### config.mk
export PLATFORM = sky130hd
export DESIGN_NAME = opm_timer
export DESIGN_NICKNAME = d
export VERILOG_FILES = /design/src/rtl/opm_pkg.sv /design/src/rtl/opm_edge_det.sv /design/src/rtl/opm_counter.sv /design/src/rtl/opm_channel.sv /design/src/rtl/opm_timer.sv
export SDC_FILE = /design/constraint.sdc
export NUM_CORES = 1
export LEC_CHECK = 0
export BUFFER_PORTS_ARGS = -buffer_cell sky130_fd_sc_hd__buf_2
export CORE_UTILIZATION = 54
export DETAILED_ROUTE_END_ITERATION = 10
export PLACE_DENSITY = 0.88
export SLEW_MARGIN = 40
export SYNTH_ARGS = -nofsm -noshare
export SYNTH_HDL_FRONTEND = slang
export SYNTH_SLANG_ARGS = --single-unit
export TNS_END_PERCENT = 30
### constraint.sdc
create_clock -name clk_i -period 2.6 [get_ports clk_i]
set_input_delay 0.26 -clock clk_i [delete_from_list [all_inputs] [get_ports clk_i]]
set_output_delay 0.26 -clock clk_i [all_outputs]
set_load 0.01 [all_outputs]
### src/rtl/opm_pkg.sv
package opm_pkg;

  typedef enum logic [1:0] {
    MODE_FROZEN = 2'b00,
    MODE_PWM1   = 2'b01,
    MODE_PWM2   = 2'b10,
    MODE_TOGGLE = 2'b11
  } opm_mode_e;

  // fast enable is honoured only in the two PWM modes
  function automatic logic fast_allowed(opm_mode_e m);
    return (m == MODE_PWM1) || (m == MODE_PWM2);
  endfunction

  // level a compare match leaves the reference at
  function automatic logic match_level(opm_mode_e m);
    return (m == MODE_PWM2);
  endfunction

endpackage

### src/rtl/opm_edge_det.sv
module opm_edge_det (
  input  logic clk_i,
  input  logic rst_ni,
  input  logic trig_i,
  input  logic fall_sel_i,
  input  logic armed_i,
  output logic start_o
);

  logic trig_q;
  logic rise_w;
  logic fall_w;

  always_ff @(posedge clk_i or negedge rst_ni) begin
    if (!rst_ni) trig_q <= 1'b0;
    else         trig_q <= trig_i;
  end

  assign rise_w  = trig_i & ~trig_q;
  assign fall_w  = ~trig_i & trig_q;
  assign start_o = armed_i & (fall_sel_i ? fall_w : rise_w);

endmodule

### src/rtl/opm_counter.sv
module opm_counter #(
  parameter int CNT_W = 16
) (
  input  logic             clk_i,
  input  logic             rst_ni,
  input  logic             start_i,
  input  logic [CNT_W-1:0] arr_i,
  output logic [CNT_W-1:0] cnt_o,
  output logic             run_o,
  output logic             last_o
);

  logic [CNT_W-1:0] cnt_q;
  logic             run_q;

  assign last_o = run_q && (cnt_q == arr_i);
  assign cnt_o  = cnt_q;
  assign run_o  = run_q;

  always_ff @(posedge clk_i or negedge rst_ni) begin
    if (!rst_ni) begin
      cnt_q <= '0;
      run_q <= 1'b0;
    end else if (start_i) begin
      cnt_q <= '0;
      run_q <= 1'b1;
    end else if (run_q) begin
      if (last_o) begin
        cnt_q <= '0;
        run_q <= 1'b0;
      end else begin
        cnt_q <= cnt_q + CNT_W'(1);
      end
    end
  end


  stop_at_reload_chk: assert property (@(posedge clk_i) disable iff (!rst_ni)
    last_o |=> (!run_q && cnt_q == '0));


  count_in_range_chk: assert property (@(posedge clk_i) disable iff (!rst_ni)
    run_q |-> (cnt_q <= arr_i));


  retrig_ignored_chk: assert property (@(posedge clk_i) disable iff (!rst_ni)
    (run_q && !last_o) |=> (run_q && cnt_q == $past(cnt_q) + CNT_W'(1)));

endmodule

### src/rtl/opm_channel.sv
module opm_channel #(
  parameter int CNT_W = 16
) (
  input  logic                clk_i,
  input  logic                rst_ni,
  input  logic                start_i,
  input  logic                run_i,
  input  logic                last_i,
  input  logic [CNT_W-1:0]    cnt_i,
  input  logic [CNT_W-1:0]    cmp_i,
  input  opm_pkg::opm_mode_e  mode_i,
  input  logic                fast_en_i,
  output logic                ref_o
);

  import opm_pkg::*;

  logic ref_q;
  logic fast_run_q;
  logic fast_now;
  logic cmp_level;

  assign fast_now = start_i & fast_en_i & fast_allowed(mode_i);

  always_comb begin
    unique case (mode_i)
      MODE_FROZEN: cmp_level = 1'b0;
      MODE_PWM1:   cmp_level = (cnt_i < cmp_i);
      MODE_PWM2:   cmp_level = (cnt_i >= cmp_i);
      MODE_TOGGLE: cmp_level = (cnt_i == cmp_i) ? ~ref_q : ref_q;
      default:     cmp_level = 1'b0;
    endcase
  end

  always_ff @(posedge clk_i or negedge rst_ni) begin
    if (!rst_ni) begin
      ref_q      <= 1'b0;
      fast_run_q <= 1'b0;
    end else if (start_i) begin
      fast_run_q <= fast_now;
      ref_q      <= fast_now ? match_level(mode_i) : 1'b0;
    end else if (run_i && !last_i) begin
      ref_q <= fast_run_q ? match_level(mode_i) : cmp_level;
    end else begin
      ref_q      <= 1'b0;
      fast_run_q <= 1'b0;
    end
  end

  assign ref_o = ref_q;


  fast_force_chk: assert property (@(posedge clk_i) disable iff (!rst_ni)
    fast_now |=> (ref_q == match_level($past(mode_i))));


  frozen_low_chk: assert property (@(posedge clk_i) disable iff (!rst_ni)
    (mode_i == MODE_FROZEN) |=> !ref_q);


  end_idle_chk: assert property (@(posedge clk_i) disable iff (!rst_ni)
    last_i |=> !ref_q);

endmodule

### src/rtl/opm_timer.sv
module opm_timer #(
  parameter int CNT_W = 16
) (
  input  logic             clk_i,
  input  logic             rst_ni,
  input  logic             trig_i,
  input  logic             edge_fall_i,
  input  logic [1:0]       mode_i,
  input  logic             fast_en_i,
  input  logic             pol_i,
  input  logic [CNT_W-1:0] cmp_i,
  input  logic [CNT_W-1:0] arr_i,
  output logic             pulse_o,
  output logic             ref_o,
  output logic             running_o
);

  opm_pkg::opm_mode_e mode_e;
  logic               start_w;
  logic               run_w;
  logic               last_w;
  logic [CNT_W-1:0]   cnt_w;
  logic               ref_w;

  assign mode_e = opm_pkg::opm_mode_e'(mode_i);

  opm_edge_det u_edge (
    .clk_i      (clk_i),
    .rst_ni     (rst_ni),
    .trig_i     (trig_i),
    .fall_sel_i (edge_fall_i),
    .armed_i    (~run_w),
    .start_o    (start_w)
  );

  opm_counter #(.CNT_W(CNT_W)) u_cnt (
    .clk_i   (clk_i),
    .rst_ni  (rst_ni),
    .start_i (start_w),
    .arr_i   (arr_i),
    .cnt_o   (cnt_w),
    .run_o   (run_w),
    .last_o  (last_w)
  );

  opm_channel #(.CNT_W(CNT_W)) u_chan (
    .clk_i     (clk_i),
    .rst_ni    (rst_ni),
    .start_i   (start_w),
    .run_i     (run_w),
    .last_i    (last_w),
    .cnt_i     (cnt_w),
    .cmp_i     (cmp_i),
    .mode_i    (mode_e),
    .fast_en_i (fast_en_i),
    .ref_o     (ref_w)
  );

  assign ref_o     = ref_w;
  assign running_o = run_w;
  assign pulse_o   = ref_w ^ pol_i;


  start_sets_run_chk: assert property (@(posedge clk_i) disable iff (!rst_ni)
    start_w |=> running_o);

endmodule

==> reports/metrics.cfg <==
[power]
pwr-share-clk_pct = 16.4
seq_power_share_pct = 40.5
internal-power_w = 0.000710
p_comb_share_pct = 43.1
power.density_nw_per_um2 = 576
p_leak_nw = 1.01
swShare_pct = 39.8
p_switching_w = 0.000470
power.total_w = 0.00118
irDropWorstVdd_mv = 0.465

[setup_path]
crit_family = simple AND/OR/NAND/NOR gates
worstReg2RegStart = u_cnt.cnt_o[13]$_DFFE_PN0P_
end_kind = flip-flop
arrival_ns = 2.44
cp-start-kind = flip-flop
worst_path_largest_cell_delay_ns = 0.48
slowest_stage = dfrtp_1
crit_fanout = 7
required_ns = 2.79
r2r_setup_slack_ns = 0.35
rr_worst_depth = 6
reg2reg_to = u_chan.ref_o$_DFFE_PN0P_
worstPathCellList = ha_1 -> nand4_1 -> nor4_1 -> nor3_1 -> a2111oi_0 -> a311oi_1
crit_buf_inv = 0
critical_path_class = reg -> reg

[sta]
clock_skew_ns = 0.00910
rsz0062_at_grt = false
setup_ws_ns = 0.348
period_needed_ns = 2.25
hold_viol = 0
fin_crit_sh_pct = 86.6
setup_viol = 0
worst_pin_slew_ns = 0.568
slew_viol_final = 0
slew_headroom_pct = 62.2
fmax_ghz = 0.444
finalSetupTns_ns = 0

[cts]
cts_made_buffers = 3
postCtsHoldBufs = 1
clkSlewWorstSetupHoldPaths_ns = 0.12
cts-resized-gates = 0
cts_setup_buffers = 0
h-tree-depth = 1
ctsRootBufferMaster = clkbuf_4
cts_tree = built
cts.sinks = 20
cts_buffer_depth = 2
insertion_delay_ns = 0.32

[synthesis]
synthTopCellsByArea = dfrtp_1, ha_1, xnor2_1, a31oi_1, inv_1
synthesis.nets = 265
synth-edff-count = 0
synth.most_common_cell = ha_1
synthArstFlopShare_pct = 100
yosys.area.top_type = dfrtp_1
synth_common_cells = ha_1, dfrtp_1, inv_1, nand2_1, xnor2_1
synth_warnings = 0
ys_ff_latch = 20
post_synth_inst_count = 204
synth_area_sq_um = 1760
ys_seq_area_share_pct = 28.4
synth.top_cell.area_share_pct = 28.4
syn_avg_cell_area_sq_um = 8.64
synth_cell_types = 43
ys.flop_type = dfrtp_1

[global_routing]
grt_first_pass_wirelength_mm = 6.92
grt_max_degree = 21
antenna_found_initial = 0
grt_overflow = 0
grt_pass1_vias = 1566
grt_usage_pct = 26.7

[detailed_routing]
ant_nets = 0
avgRoutedWirePerCell_microns = 14.1
vias = 1700
drt_iter0_markers = 71
viasPerCell = 5.84
drcViolationCount = 0
totalWireLength_mm = 4.11
drt_first_pass_iters = 4

[layout]
design_area_sq_um = 2050
multi_input_area_sq_um = 1130
nFillCells = 252
final_layout_size_suffix_gt1_share_pct = 21.9
syn_to_final_growth_pct = 16.2
num_antenna_cells = 0
nets = 309
register_area_sq_um = 500

[hold_path]
min_to = u_edge.trig_q$_DFF_PN0_
hold_depth = 1
min_path_type = in -> reg
hold_start = trig_i

[placed_design]
hpwlAfterDp_mm = 3.21
dpl_cell_area_sq_um = 2000
io_buffer_count = 42
gp_congestion = 0.910
post-place-ws_ns = 0.390

[floorplanning]
dieArea_sq_um = 3500
start_util_pct = 57.3
fp-row-count = 20
core-area_sq_um = 3080
die_w_microns = 59.1
io_pins = 43
fp.dieH_microns = 59.1

[run_status]
outcome = complete, no violations

[flow_run]
max_cap_viol_count = 0

==> power groups by stage <==
stage	logic (W)	registers (W)	clock network [W]
after CTS	0.000510	0.000479	0.000199
after detailed placement	0.000504	0.000485	0
final	0.000509	0.000478	0.000193
after global routing	0.000574	0.000491	0.000213
after floorplan	0.000391	0.000454	0
after global placement	0.000490	0.000482	0
==> cell families after synthesis <==
kind of cell | Yosys count | synth area share, %
simple gates | 62 | 19.4
flops | 20 | 28.4
xor+xnor | 18 | 9.37
fa+ha+maj | 21 | 14.9
compound gates | 55 | 20.4
buf+inv | 28 | 7.45
==> final cells by class <==
class                      instances  share of cell area [%]
clock buffer                       4                    1.77
inverter                          20                    3.67
multi-input combinational        156                    55.2
sequential                        20                    24.4
tap                               44                    2.69
timing repair buffer              47                    12.2
==> cell usage in the layout (no fill, tap or decap), types with 2 or more instances in the layout <==
cell type	instances
or4b_1	2
xor2_1	2
nor4_1	2
nand4_1	9
a41oi_1	4
a22o_1	2
clkbuf_4	3
buf_2	42
buf_4	4
nor2b_1	2
a31oi_1	13
nand3b_1	3
nand2b_1	3
xnor2_1	15
dfrtp_1	20
o21ai_0	5
nor3_1	3
and3_1	2
nand3_1	5
a21oi_1	14
a2111oi_0	2
o21ai_1	4
nor2_1	5
inv_1	20
ha_1	21
o21a_1	2
nand2_1	20
==> worst max-delay path by stage <==
stage	start	to	slack (ns)	cells past startpoint
floorplan	u_cnt.cnt_o[13]$_DFFE_PN0P_	u_chan.ref_o$_DFFE_PN0P_	0.64	6
global placement	u_cnt.cnt_o[12]$_DFFE_PN0P_	u_chan.ref_o$_DFFE_PN0P_	0.47	6
detailed placement	u_cnt.cnt_o[13]$_DFFE_PN0P_	u_chan.ref_o$_DFFE_PN0P_	0.39	6
CTS	u_cnt.cnt_o[13]$_DFFE_PN0P_	u_chan.ref_o$_DFFE_PN0P_	0.39	6
global route	u_cnt.cnt_o[13]$_DFFE_PN0P_	u_chan.ref_o$_DFFE_PN0P_	0.19	6
finish	u_cnt.cnt_o[13]$_DFFE_PN0P_	u_chan.ref_o$_DFFE_PN0P_	0.35	6
==> layer usage <==
metal | global-route usage, % | wire length [microns]
met1 | 35.8 | 1860
met2 | 42.0 | 1880
met3 | 6.33 | 316
met4 | 9.52 | 56
met5 | 0 | 0
==> registers in the layout (all words and copies together) (netlist names) <==
| name | cells |
|---|---|
| u_cnt.run_o | 1 |
| u_chan.ref_o | 1 |
| u_chan.fast_run_q | 1 |
| u_cnt.cnt_o | 16 |
| u_edge.trig_q | 1 |
==> worst register-to-register path, cell delays in order, from the launching register on <==
cell and delay [ns]:
dfrtp_1 0.48, ha_1 0.35, nand4_1 0.19, nor4_1 0.43, nor3_1 0.12, a2111oi_0 0.41, a311oi_1 0.15
==> metrics by stage <==
stage                     instances  utilization, %  hold WS (ns)
after floorplan                 204               -       -0.0356
after global placement          286            65.0         0.247
after detailed placement        286            65.0         0.251
after CTS                       291            66.5        0.0725
after global routing            291            66.5        0.0650
final                           291            66.5        0.0867
Note: power is estimated with default switching activity, not from simulation.
